## config.mk

```make
export PLATFORM = sky130hd
export DESIGN_NAME = cw_expander
export DESIGN_NICKNAME = d
export VERILOG_FILES = /design/src/rtl/cwx_pkg.sv /design/src/rtl/cwx_field_split.sv /design/src/rtl/cwx_tmpl_table.sv /design/src/rtl/cwx_merge.sv /design/src/rtl/cw_expander.sv
export SDC_FILE = /design/constraint.sdc
export NUM_CORES = 1
export LEC_CHECK = 0
export ABC_AREA = 0
export BUFFER_PORTS_ARGS = -buffer_cell sky130_fd_sc_hd__buf_4
export CAP_MARGIN = 20
export CORE_AREA = 4 4 154 267
export CTS_BUF_LIST = sky130_fd_sc_hd__clkbuf_4
export DETAILED_ROUTE_END_ITERATION = 7
export DIE_AREA = 0 0 158 271
export PLACE_DENSITY_LB_ADDON = 0.05
export SYNTH_ARGS = -nofsm -noshare
export SYNTH_HDL_FRONTEND = slang
export SYNTH_SLANG_ARGS = --single-unit
```

## constraint.sdc

```tcl
create_clock -name clk -period 11.89 [get_ports clk]
set_clock_uncertainty 0.1 [all_clocks]
set_input_delay 1.7835 -clock clk [delete_from_list [all_inputs] [get_ports clk]]
set_output_delay 1.7835 -clock clk [all_outputs]
set_load 0.05 [all_outputs]
```

## src/rtl/cwx_pkg.sv

```systemverilog
package cwx_pkg;
    localparam int CW_W     = 16;
    localparam int IDX_W    = CW_W - 1;
    localparam int OP_W     = 3;
    localparam int OPS      = 1 << OP_W;
    localparam int REG_W    = 4;
    localparam int INS_W    = 48;
    localparam int DST_LSB  = 24;
    localparam int SRCX_LSB = 20;
    localparam int SRCY_LSB = 16;

    typedef enum logic [1:0] {
        ST_IDLE  = 2'd0,
        ST_INDEX = 2'd1,
        ST_ALU   = 2'd2
    } cwx_state_e;

    typedef struct packed {
        logic               is_alu;
        logic [OP_W-1:0]    op;
        logic [REG_W-1:0]   dst;
        logic [REG_W-1:0]   srcx;
        logic [REG_W-1:0]   srcy;
        logic [IDX_W-1:0]   index;
    } cwx_fields_t;
endpackage

```

## src/rtl/cwx_field_split.sv

```systemverilog
module cwx_field_split
    import cwx_pkg::*;
(
    input  logic [CW_W-1:0] cw,
    output cwx_fields_t     fields
);
    always_comb begin
        fields.is_alu = cw[CW_W-1];
        fields.index  = cw[IDX_W-1:0];
        fields.op     = cw[CW_W-2 -: OP_W];
        fields.dst    = cw[3*REG_W-1 -: REG_W];
        fields.srcx   = cw[2*REG_W-1 -: REG_W];
        fields.srcy   = cw[REG_W-1:0];
    end
endmodule

```

## src/rtl/cwx_tmpl_table.sv

```systemverilog
module cwx_tmpl_table #(
    parameter int          ENTRIES   = 8,
    parameter int          WIDTH     = 48,
    parameter logic [47:0] RESET_VAL = 48'h5A5A_0000_0001
) (
    input  logic                       clk,
    input  logic                       rst_n,
    input  logic                       wr_en,
    input  logic [$clog2(ENTRIES)-1:0] wr_sel,
    input  logic [WIDTH-1:0]           wr_data,
    input  logic [$clog2(ENTRIES)-1:0] rd_sel,
    output logic [WIDTH-1:0]           rd_data
);
    logic [WIDTH-1:0] entry_q [ENTRIES];

    for (genvar e = 0; e < ENTRIES; e++) begin : g_entry
        always_ff @(posedge clk) begin
            if (!rst_n) begin
                entry_q[e] <= RESET_VAL[WIDTH-1:0];
            end else if (wr_en && (wr_sel == e[$clog2(ENTRIES)-1:0])) begin
                entry_q[e] <= wr_data;
            end
        end
    end

    assign rd_data = entry_q[rd_sel];
endmodule

```

## src/rtl/cwx_merge.sv

```systemverilog
module cwx_merge
    import cwx_pkg::*;
(
    input  logic [INS_W-1:0] tmpl,
    input  logic [REG_W-1:0] dst,
    input  logic [REG_W-1:0] srcx,
    input  logic [REG_W-1:0] srcy,
    output logic [INS_W-1:0] word
);
    logic [INS_W-1:0] reg_bits;

    always_comb begin
        reg_bits = '0;
        reg_bits[DST_LSB  +: REG_W] = dst;
        reg_bits[SRCX_LSB +: REG_W] = srcx;
        reg_bits[SRCY_LSB +: REG_W] = srcy;
        word = tmpl | reg_bits;
    end
endmodule

```

## src/rtl/cw_expander.sv

```systemverilog
module cw_expander
    import cwx_pkg::*;
#(
    parameter logic [47:0] NOP_WORD = 48'h5A5A_0000_0001
) (
    input  logic              clk,
    input  logic              rst_n,
    input  logic              cw_valid,
    input  logic [15:0]       cw_data,
    input  logic              tw_en,
    input  logic [2:0]        tw_sel,
    input  logic [47:0]       tw_data,
    output logic              idx_valid,
    output logic [14:0]       idx_value,
    output logic              ins_valid,
    output logic [47:0]       ins_word
);
    cwx_fields_t      fields;
    logic [INS_W-1:0] tmpl;
    logic [INS_W-1:0] merged;
    cwx_state_e       state_q, state_d;
    logic [IDX_W-1:0] idx_q;
    logic [INS_W-1:0] ins_q;

    cwx_field_split u_split (
        .cw     (cw_data),
        .fields (fields)
    );

    cwx_tmpl_table #(
        .ENTRIES   (OPS),
        .WIDTH     (INS_W),
        .RESET_VAL (NOP_WORD)
    ) u_table (
        .clk     (clk),
        .rst_n   (rst_n),
        .wr_en   (tw_en),
        .wr_sel  (tw_sel),
        .wr_data (tw_data),
        .rd_sel  (fields.op),
        .rd_data (tmpl)
    );

    cwx_merge u_merge (
        .tmpl (tmpl),
        .dst  (fields.dst),
        .srcx (fields.srcx),
        .srcy (fields.srcy),
        .word (merged)
    );

    // Next state: the kind of the codeword accepted this cycle.
    always_comb begin
        state_d = ST_IDLE;
        if (cw_valid) begin
            state_d = fields.is_alu ? ST_ALU : ST_INDEX;
        end
    end

    // State register with its payload registers.
    always_ff @(posedge clk) begin
        if (!rst_n) begin
            state_q <= ST_IDLE;
            idx_q   <= '0;
            ins_q   <= '0;
        end else begin
            state_q <= state_d;
            if (state_d == ST_INDEX) idx_q <= fields.index;
            if (state_d == ST_ALU)   ins_q <= merged;
        end
    end

    // Outputs from the current state.
    always_comb begin
        idx_valid = 1'b0;
        ins_valid = 1'b0;
        unique case (state_q)
            ST_IDLE:  ;
            ST_INDEX: idx_valid = 1'b1;
            ST_ALU:   ins_valid = 1'b1;
            default:  ;
        endcase
    end

    assign idx_value = idx_q;
    assign ins_word  = ins_q;
endmodule

```

==> key figures, run 1 <==
Run status
  • Status: finished clean

Timing
  • Slew Limit Fails: 0
  • Crit path time final: 3.835 ns
  • Final hold violations: 0
  • Setup ws final: 8.055 ns
  • Final setup TNS: 0 ns
  • Max Fclk: 260.8 MHz
  • Tightest Pin Transition: 1.132 ns
  • RSZ-0062 raised after global routing: no
  • Rel. slew slack: 0.2456
  • Tcrit/Tclk final: 0.3225
  • Setup violators final: 0

Drt
  • Routed Antenna Nets: 0
  • Routed wire length: about 49000 um
  • Via count of the routed design: 12170
  • DR vias/cell: roughly 5.5
  • Initial detailed-routing violation count: 757
  • Drt pass-1 iters: 5
  • DR WL/cell: 22.34 um
  • DRC: 0

Global routing
  • Busiest grt layer: met2
  • Vias in the first global route: 13280
  • Initial antenna violation count: 7
  • M3 GR Usage: 0.04129
  • GRT Resource Usage Total: 0.2317
  • Grt total ovfl: 0
  • Met1 Track Usage GR: 0.2816
  • Largest net degree at the start of global routing: 99
  • First-pass GRT wire length: 75040 um
  • Met2 Use GR: 0.4066

Power
  • Net Sw Frac: 0.2505
  • Pleak: around 8.5 nW
  • Power Total: 3.393 mW
  • Comb power frac: 0.098
  • Pwr Density: 151.3 nW/um2
  • Switching Power: 0.8500 mW
  • Clk pwr share: 0.359
  • Peak supply drop: 94.95 uV
  • Cell internal pwr: roughly 2.5 mW
  • Flop pwr share: 0.543

Finish
  • Footprint of the multi-input gates: 6375 um2
  • Syn-to-layout area delta: 13.88%
  • Sequential Area: 12830 um2
  • Filler cells: 3260
  • Final Non-Filler Cells: 2200
  • Nets: ~1700
  • Layout cells sized above 1: 0.2282

Clock tree
  • Max clock buf depth: 3
  • CTS tree: done
  • Clock sinks: 449
  • Clock buffer count from CTS: 103
  • Postcts setup bufs: 0
  • Root buf cell: clkbuf_4
  • Clk_lat worst skew: about 0.80 ns
  • Clock slew at reported path FFs: approximately 0.070 ns
  • Post-cts gate resize count: 0
  • Htree depth: 3
  • CTS Hold Bufs: 0

Placement
  • Hpwl dp: 25200 um
  • Inst Count DP: 2000
  • Final GP Congestion: just over 0.7
  • Port buffer count: 135
  • Dpl ws: 6.721 ns

Setup path
  • Critical path fanouts, max: 98
  • Reg2Reg Setup Slack: 10.53 ns
  • Crit path arrival time: 4.39 ns
  • Kind of critical path: input pin to flip-flop
  • Worst path required time: 12.44 ns
  • Worst Setup End Kind: flip-flop
  • Setup crit start kind: input pin

Floorplan
  • Core area: 39040 um2
  • Die W: about 160 um
  • Initial Util: 0.5044
  • IO Pins: 136
  • Rows: 96
  • Die area: 42820 um2
  • Die Ht: approximately 270 um

Synth
  • Syn Area/Cell: 13.52 um2
  • Synthesis-stage register bit count: 449
  • Yosys cell types: 42
  • Mapped Area: slightly below 20000 um2
  • Syn Nets: 1527
  • Cell count after synthesis: approximately 1500
  • Synthesis Warnings: 0
  • Post-synthesis sequential area ratio: 0.6517

Worst hold path
  • Worst min-delay path class: flip-flop to flip-flop

Run
  • Max_cap viols: 0
[placed cells by master, fill, tap and decap left out, types with 2 or more instances in the layout]
cell type,synthesis,final
or2b_1,3,3
a21oi_1,40,40
a21boi_0,15,15
a211oi_1,3,3
a222oi_1,2,2
edfxtp_1,384,384
nor2_1,53,47
nor2b_1,4,4
nand2b_1,20,20
or3_1,54,54
o21ai_4,0,6
mux2_2,27,27
nor2_2,1,6
nand2_2,1,2
diode_2,0,5
buf_4,17,161
nand2_1,33,32
clkbuf_4,0,162
and2_2,1,2
dfxtp_1,65,65
a22oi_1,72,72
o21ai_0,51,45
nor3_4,0,2
o31ai_4,0,2
and2_1,314,313
a21oi_2,8,8
a221o_1,9,9
inv_2,0,4
mux2i_1,164,164
o22ai_1,9,9
o21ai_1,3,3
clkinv_1,0,26
[power groups by stage]
stage	registers [mW]	clock network [mW]	logic [mW]
after floorplan	1.92	0	0.164
after global placement	1.87	0	0.332
after global routing	1.85	1.34	0.360
after detailed placement	1.88	0	0.337
final	1.84	1.22	0.333
after CTS	1.84	1.25	0.337
[cell type report]
cell class              count  area share
diodes                      5   0.0005580
clock inverters            31    0.005245
repair buffers            164     0.05608
flip-flops and latches    449      0.5723
clock buffers             162     0.05424
multi-input cells         899      0.2843
well taps                 490     0.02734
[cells in the mapped netlist (all sizes together)]
cell     instances  share of area
o31ai            2        0.00076
a21oi           48          0.014
o2bb2ai          1        0.00044
buf             41          0.017
mux2            27          0.015
a211o            1        0.00044
a21boi          15         0.0057
dfxtp           65          0.066
nand2b          20         0.0064
a22oi           72          0.027
edfxtp         384           0.59
a222oi           2         0.0010
and2           315           0.10
and3             1        0.00032
nor2b            4         0.0013
nand2           34         0.0066
mux2i          164          0.083
a211oi           3         0.0011
o22ai            9         0.0029
nand3b           1        0.00038
clkbuf          67          0.014
or3             54          0.017
and2b            3         0.0013
or2b             3         0.0011
a221o            9         0.0046
nor2            54          0.010
nor3             2         0.0010
o21ai           54          0.014
nand3            1        0.00025
[cell families (layout without fill, tap and decap cells)]
| family | after synthesis | count (layout) | synth area share |
|---|---|---|---|
| compound gates | 216 | 216 | 0.07187 |
| simple gates | 492 | 492 | 0.1464 |
| flops | 449 | 449 | 0.6517 |
| mux | 191 | 191 | 0.09881 |
| buf+inv | 108 | 357 | 0.03120 |
| other cells | 0 | 5 | 0 |
[worst max-delay path: stages]
cell and delay [ns]:
clkbuf_8 0.72, buf_4 0.93, mux2i_1 0.30, a22oi_1 0.13, a21oi_1 0.34, nor2_1 0.08
[layer usage]
metal / wire [um] / up-vias / part of all wire
met1: 19650 / 6047 / 0.40
li1: - / 5693 / -
met3: 2563 / 74 / 0.052
met2: 25700 / 351 / 0.52
met5: 0 / - / 0
met4: 1243 / 0 / 0.025
[stage by stage]
stage                     area (um2)  utilization  hold slack, ns
after floorplan                19690            -          0.5107
after global placement         21040       0.5388          0.3524
after detailed placement       21060       0.5394          0.3601
after CTS                      22390       0.5735          0.3695
after global routing           22420       0.5744          0.3861
final                          22420       0.5744          0.3645
[registers in the layout (all words and copies together), names as in the netlist]
name             count
u_table.entry_q    384
ins_word            48
idx_value           15
state_q              2
[path summary, 6_finish.rpt]
kind / startpoint / to / depth (start not counted)
hold / removal: idx_value[5] / idx_value[5] / 2
setup reg to reg: u_table.entry_q[6][19] / ins_word[19] / 3
hold reg to reg: idx_value[5] / idx_value[5] / 2
setup / recovery: cw_data[12] / ins_word[4] / 6
No activity file was read; power rests on OpenSTA's default activity.
==> run 2: changes to the inputs <==
==> constraint.sdc (replaced) <==
create_clock -name clk -period 3.63 [get_ports clk]
set_clock_uncertainty 0.1 [all_clocks]
set_input_delay 0.5445 -clock clk [delete_from_list [all_inputs] [get_ports clk]]
set_output_delay 0.5445 -clock clk [all_outputs]
set_load 0.05 [all_outputs]
==> run 2 against run 1 <==
  * Register-to-register slack lost 8.3 ns
  * Sequential power rose to 3.3 times the previous value
  * Setup slack got worse by 6.5 ns
  * Wire length down 1.3%
  * Highest routed layer unchanged
  * Critical path depth decreased by 4
  * Via count up 2.3%
==> key figures, run 2 (same netlist as run 1, synthesis figures left out) <==
Floorplan
  • Die W: 158 um (unchanged)
  • Rows: 96 (unchanged)
  • Die area: 42820 um2 (unchanged)
  • Initial Util: 0.5044 (unchanged)
  • Core area: 39040 um2 (unchanged)
  • Die Ht: 271 um (unchanged)
  • IO Pins: 136 (unchanged)

Timing
  • Setup ws final: 1.552 ns (was 8.055 ns)
  • Final hold slack: 0.1262 ns (was 0.3645 ns)
  • RSZ-0062 raised after global routing: no (unchanged)
  • Final hold violations: 0 (unchanged)
  • Tcrit/Tclk final: 0.5726
  • Tightest Pin Transition: 0.9949 ns (was 1.132 ns)
  • Setup violators final: 0 (unchanged)
  • Slew Limit Fails: 0 (unchanged)
  • Crit path time final: 2.078 ns
  • Max Fclk: about 480 MHz
  • Final setup TNS: 0 ns (unchanged)
  • Rel. slew slack: 0.3344 (was 0.2456)

Global routing
  • Initial antenna violation count: 1 (was 7)
  • GRT Resource Usage Total: 0.2286 (was 0.2317)
  • Largest net degree at the start of global routing: 57 (was 99)
  • First-pass GRT wire length: 74390 um (was 75040 um)
  • Vias in the first global route: 13100 (was 13280)
  • Grt total ovfl: 0 (unchanged)

Placement
  • Area after DPL: 21270 um2 (was 21060 um2)
  • Hpwl dp: 26580 um (was 25200 um)
  • Final GP Congestion: 0.7345 (was 0.7194)
  • Port buffer count: 135 (unchanged)
  • Dpl ws: 0.9631 ns (was 6.721 ns)

Worst hold path
  • End of the worst hold path: ins_word[41] (was idx_value[5])
  • Hold path depth: 3 (was 2)
  • Hold path start: rst_n (was idx_value[5])
  • Worst min-delay path class: input pin to flip-flop (was flip-flop to flip-flop)

Power
  • Switching Power: 2.791 mW (was 0.8500 mW)
  • Clk pwr share: 0.359 (about the same)
  • Comb power frac: 0.105 (was 0.098)
  • Pwr Density: 481.3 nW/um2 (was 151.3 nW/um2)
  • Flop pwr share: 0.537 (was 0.543)
  • Peak supply drop: 256.7 uV (was 94.95 uV)
  • Pleak: 8.914 nW (was 8.522 nW)
  • Cell internal pwr: 8.438 mW (was 2.543 mW)
  • Net Sw Frac: 0.2485 (was 0.2505)

Drt
  • DR vias/cell: 5.470 (was 5.530)
  • DRC: 0 (unchanged)
  • DR WL/cell: 21.32 um (was 22.34 um)
  • Routed wire length: 48500 um (was 49150 um)
  • Via count of the routed design: 12450 (was 12170)
  • Initial detailed-routing violation count: 644 (was 757)
  • Drt pass-1 iters: 5 (unchanged)
  • Routed Antenna Nets: 0 (unchanged)

Setup path
  • Crit path arrival time: 1.43 ns (was 4.39 ns)
  • Cell breakdown of the critical path: nor2b_1, buf_4 (was clkbuf_8, buf_4, mux2i_1, a22oi_1, a21oi_1, nor2_1)
  • Kind of critical path: flip-flop to output pin (was input pin to flip-flop)
  • Worst path required time: 2.99 ns (was 12.44 ns)
  • Reg2Reg Setup Slack: 2.26 ns (was 10.53 ns)
  • Worst R2R Start: u_table.entry_q[6][22] (was u_table.entry_q[6][19])
  • Critical Path Max Stage Delay: 0.33 ns (was 0.93 ns)
  • Worst reg2reg path depth: 3 (unchanged)
  • Critical path fanouts, max: 2 (was 98)
  • Worst path slowest cell: dfxtp_1 (was buf_4)
  • RR Endpoint: ins_word[22] (was ins_word[19])
  • Setup crit start kind: flip-flop (was input pin)
  • Worst Setup End Kind: output pin (was flip-flop)

Clock tree
  • Clock slew at reported path FFs: 0.07 ns (about the same)
  • Max clock buf depth: 3 (unchanged)
  • Clk_lat worst skew: 0.78 ns (was 0.80 ns)
  • Post-cts gate resize count: 0 (unchanged)
  • Clock buffer count from CTS: 103 (unchanged)
  • Htree depth: 3 (unchanged)
  • Root buf cell: clkbuf_4 (unchanged)
  • Clock sinks: 449 (unchanged)
  • CTS tree: done (unchanged)

Run status
  • Status: finished clean (unchanged)

Finish
  • Layout cells sized above 1: 0.2266 (was 0.2282)
  • Most frequent cells in the layout: 384 x edfxtp_1, 313 x and2_1, 166 x clkbuf_4, 164 x mux2i_1, 159 x buf_4 (was 384 x edfxtp_1, 313 x and2_1, 164 x mux2i_1, 162 x clkbuf_4, 161 x buf_4)
  • Largest reg by FF count: u_table.entry_q (unchanged)
  • Design area: 23330 um2 (was 22420 um2)
  • Nets: 1765 (was 1688)
  • Max FFs per register: 384 (unchanged)
  • Footprint of the multi-input gates: 6375 um2 (unchanged)
  • Sequential Area: 12830 um2 (unchanged)
  • Commonest non-fill, non-tap cell in the layout: edfxtp_1 (unchanged)
  • Filler cells: 3202 (was 3260)
  • Syn-to-layout area delta: 18.47% (was 13.88%)
  • Utilization after layout: 0.5976 (was 0.5744)

Run
  • Max_cap viols: 0 (unchanged)
[run 2: cell count changes in the layout (fill, tap and decap cells not counted), sizes merged]
cell,before,now
dlygate4sd3,0,68
buf,163,172
diode,5,2
clkinv,27,24
clkbuf,163,167
[run 2: power by group through the flow]
| stage | clock network, mW | registers [mW] | logic, mW |
|---|---|---|---|
| 3_5_place_dp | 0 | 6.14 | 1.13 |
| 4_1_cts | 4.15 | 6.03 | 1.19 |
| 2_1_floorplan | 0 | 6.30 | 0.539 |
| 5_1_grt | 4.43 | 6.06 | 1.26 |
| 6_report | 4.03 | 6.03 | 1.17 |
| 3_3_place_gp | 0 | 6.13 | 1.11 |
[run 2: metrics by stage]
stage	cells	total power, mW
final	2275	11.23
after global routing	2274	11.75
after CTS	2272	11.37
after detailed placement	2010	7.269
after global placement	2008	7.234
after floorplan	1456	6.837
[run 2: layer usage]
metal  vias to the layer above  wire, um  global-route usage
li1                       5847         -                   -
met1                      6173     18830              0.2727
met2                       353     26300              0.4160
met3                        72      2410             0.03921
met4                         0       956             0.07055
met5                         -         0                   0
[run 2: layout make-up]
type,count,share of cell area
Multi-Input combinational cell,899,0.2733
Timing Repair Buffer,241,0.09204
Clock inverter,28,0.004666
Antenna cell,2,0.0002145
Tap cell,490,0.02628
Clock buffer,166,0.05342
Sequential cell,449,0.5501
[run 2: worst max-delay path by stage]
stage	from	end	slack [ns]
2_1_floorplan	tw_sel[1]	u_table.entry_q[1][0]	-1.29
3_3_place_gp	tw_en	u_table.entry_q[4][32]	0.97
3_5_place_dp	rst_n	u_table.entry_q[4][43]	0.96
4_1_cts	state_q[1]	ins_valid	1.44
5_1_grt	state_q[1]	ins_valid	1.46
6_report	state_q[1]	ins_valid	1.55
[run 2: timing repair]
item | 4_1_cts | 5_1_grt
endpoints found under the hold margin | 410 | 0
buffers inserted | 0 | 0
hold buffers | 68 | 0
[run 2: critical path: cells and delay by family, from the launching register on]
family | cells | cell delay, ns
buffers and inverters | 1 | 0.20
AND/OR/NAND/NOR | 1 | 0.13
flip-flops | 1 | 0.33
==> run 3: changes to the inputs <==
==> constraint.sdc (replaced) <==
create_clock -name clk -period 1.85 [get_ports clk]
set_clock_uncertainty 0.1 [all_clocks]
set_input_delay 0.2775 -clock clk [delete_from_list [all_inputs] [get_ports clk]]
set_output_delay 0.2775 -clock clk [all_outputs]
set_load 0.05 [all_outputs]
==> run 3 against run 2 <==
  * Design area is 4.2% higher
  * Sequential cell count stayed put
  * Wire length is 3.1% higher
  * Die area stayed put
  * Combinational power is 110% higher
  * Count of clock-buffer cells in the layout is 15 lower
  * Final cell count is 2.8% higher
  * Hold slack worse by 0.080 ns
  * Critical path depth stayed put
  * Global-route usage is 0.69 points higher
  * Register-to-register slack worse by 1.8 ns
  * Power is 100% higher
  * Critical endpoint is now idx_valid
  * Largest power group unchanged
==> key figures, run 3 (same netlist as run 1, synthesis figures left out) <==
Placement
  • Inst Count DP: 2054 (was 2010)
  • Area after DPL: 22000 um2 (was 21270 um2)
  • Hpwl dp: 29000 um (was 26580 um)
  • Port buffer count: 135 (unchanged)
  • Final GP Congestion: 0.7527 (was 0.7345)

Clock tree
  • Root buf cell: clkbuf_4 (unchanged)
  • Max clock buf depth: 3 (unchanged)
  • Clock slew at reported path FFs: 0.08 ns (was 0.07 ns)
  • Clock sinks: 449 (unchanged)
  • CTS tree: done (unchanged)
  • Clock buffer count from CTS: 104 (was 103)
  • Clk_lat worst skew: 0.79 ns (was 0.78 ns)
  • Htree depth: 3 (unchanged)
  • Postcts setup bufs: 0 (unchanged)

Floorplan
  • Die area: 42820 um2 (unchanged)
  • Initial Util: 0.5044 (unchanged)
  • Die W: 158 um (unchanged)
  • IO Pins: 136 (unchanged)
  • Core area: 39040 um2 (unchanged)
  • Die Ht: 271 um (unchanged)
  • Rows: 96 (unchanged)

Drt
  • DR WL met2: 27050 um (was 26300 um)
  • DR vias/cell: 5.459 (was 5.470)
  • DR WL/cell: 21.39 um (was 21.32 um)
  • Max layer used: met4 (unchanged)
  • Initial detailed-routing violation count: 632 (was 644)
  • Via count of the routed design: 12760 (was 12450)
  • Routed Antenna Nets: 0 (unchanged)
  • Drt pass-1 iters: 5 (unchanged)
  • Routed wire length: 50010 um (was 48500 um)
  • Met1 wire length: 19630 um (was 18830 um)
  • Met3 wire len: 2477 um (was 2410 um)
  • DRC: 0 (unchanged)

Finish
  • Layout cells sized above 1: 0.2447 (was 0.2266)
  • Final Non-Filler Cells: 2338 (was 2275)
  • Nets: 1827 (was 1765)
  • Largest reg by FF count: u_table.entry_q (unchanged)
  • Max FFs per register: 384 (unchanged)
  • Utilization after layout: 0.6227 (was 0.5976)
  • Commonest non-fill, non-tap cell in the layout: edfxtp_1 (unchanged)
  • Syn-to-layout area delta: 23.46% (was 18.47%)
  • Most frequent cells in the layout: 384 x edfxtp_1, 313 x and2_1, 169 x buf_4, 164 x mux2i_1, 151 x clkbuf_4 (was 384 x edfxtp_1, 313 x and2_1, 166 x clkbuf_4, 164 x mux2i_1, 159 x buf_4)
  • Design area: 24310 um2 (was 23330 um2)

Global routing
  • Grt total ovfl: 0 (unchanged)
  • First-pass GRT wire length: 76200 um (was 74390 um)
  • Vias in the first global route: 13720 (was 13100)
  • GRT Resource Usage Total: 0.2355 (was 0.2286)
  • Largest net degree at the start of global routing: 53 (was 57)
  • Initial antenna violation count: 3 (was 1)

Timing
  • Max Fclk: 557.2 MHz
  • RSZ-0062 raised after global routing: yes (was no)
  • Tcrit/Tclk final: 0.9701
  • Tightest Pin Transition: 1.043 ns (was 0.9949 ns)
  • Slew Limit Fails: 0 (unchanged)
  • Final hold slack: 0.04589 ns (was 0.1262 ns)
  • Setup violators final: 0 (unchanged)
  • Crit path time final: 1.795 ns
  • Final hold violations: 0 (unchanged)
  • Rel. slew slack: 0.3020 (was 0.3344)

Power
  • Pwr Density: 922.2 nW/um2 (was 481.3 nW/um2)
  • Pleak: 9.328 nW (was 8.914 nW)
  • Peak supply drop: 516.5 uV (was 256.7 uV)
  • Power Total: 22.42 mW (was 11.23 mW)

Run
  • Max_cap viols: 0 (unchanged)

Setup path
  • Crit path arrival time: 1.42 ns (was 1.43 ns)
  • Worst path required time: 1.47 ns (was 2.99 ns)
  • Kind of critical path: flip-flop to output pin (unchanged)
  • Critical path fanouts, max: 2 (unchanged)
  • Worst Setup End Kind: output pin (unchanged)
  • Worst reg2reg path depth: 3 (unchanged)
  • Setup crit start kind: flip-flop (unchanged)

Run status
  • Status: finished clean (unchanged)

Worst hold path
  • Hold path depth: 4 (was 3)
  • Worst min-delay path class: input pin to flip-flop (unchanged)
## run 3: path summary, 6_finish.rpt
| kind | startpoint | end | slack (ns) |
|---|---|---|---|
| worst max-delay path | state_q[0] | idx_valid | 0.06 |
| worst max register to register | u_table.entry_q[7][22] | ins_word[22] | 0.43 |
| worst min register to register | idx_value[12] | idx_value[12] | 0.37 |
| worst min-delay path | tw_en | u_table.entry_q[5][38] | 0.05 |
## run 3: worst max-delay path, stage by stage, from the launching register on
cell     delay [ns]
dfxtp_2        0.35
nor2b_4        0.16
buf_8          0.15
## run 3: area by class of cell
| cell class | count | area [um2] |
|---|---|---|
| timing repair buffer | 302 | 3024 |
| sequential | 449 | 12830 |
| clock buffer | 151 | 1134 |
| tap | 490 | 613.1 |
| fill | 3098 | 14730 |
| antenna | 5 | 12.51 |
| multi-input combinational | 899 | 6436 |
| clock inverter | 42 | 255.2 |
## run 3: power by group
| group | internal (mW) | switching [mW] | leakage (nW) |
|---|---|---|---|
| Sequential | 11.6 | 0.197 | 4.27 |
| Clock | 4.20 | 3.88 | 0.822 |
| Combinational | 1.01 | 1.50 | 4.24 |
| Total | 16.8 | 5.58 | 9.33 |
## run 3: metrics by stage
step,setup TNS (ns),setup slack [ns]
5_1_grt,-0.06413,-0.02977
3_3_place_gp,0,0.05225
4_1_cts,-0.04346,-0.02177
3_5_place_dp,0,0.007785
6_report,0,0.05540
2_1_floorplan,-45.59,-0.4346
## run 3: repair_timing
| item | 4_1_cts | 5_1_grt |
|---|---|---|
| hold buffers | 87 | 0 |
| resized for setup | 8 | 5 |
| hold endpoints to repair | 437 | 0 |
| pin swaps | 0 | 0 |
| endpoints found under the setup margin | 2 | 7 |
## run 3: metal layers
layer,up-vias,GRT usage
met5,-,0
met4,0,0.07189
met3,73,0.03809
met2,352,0.4281
met1,6365,0.2834
li1,5973,-
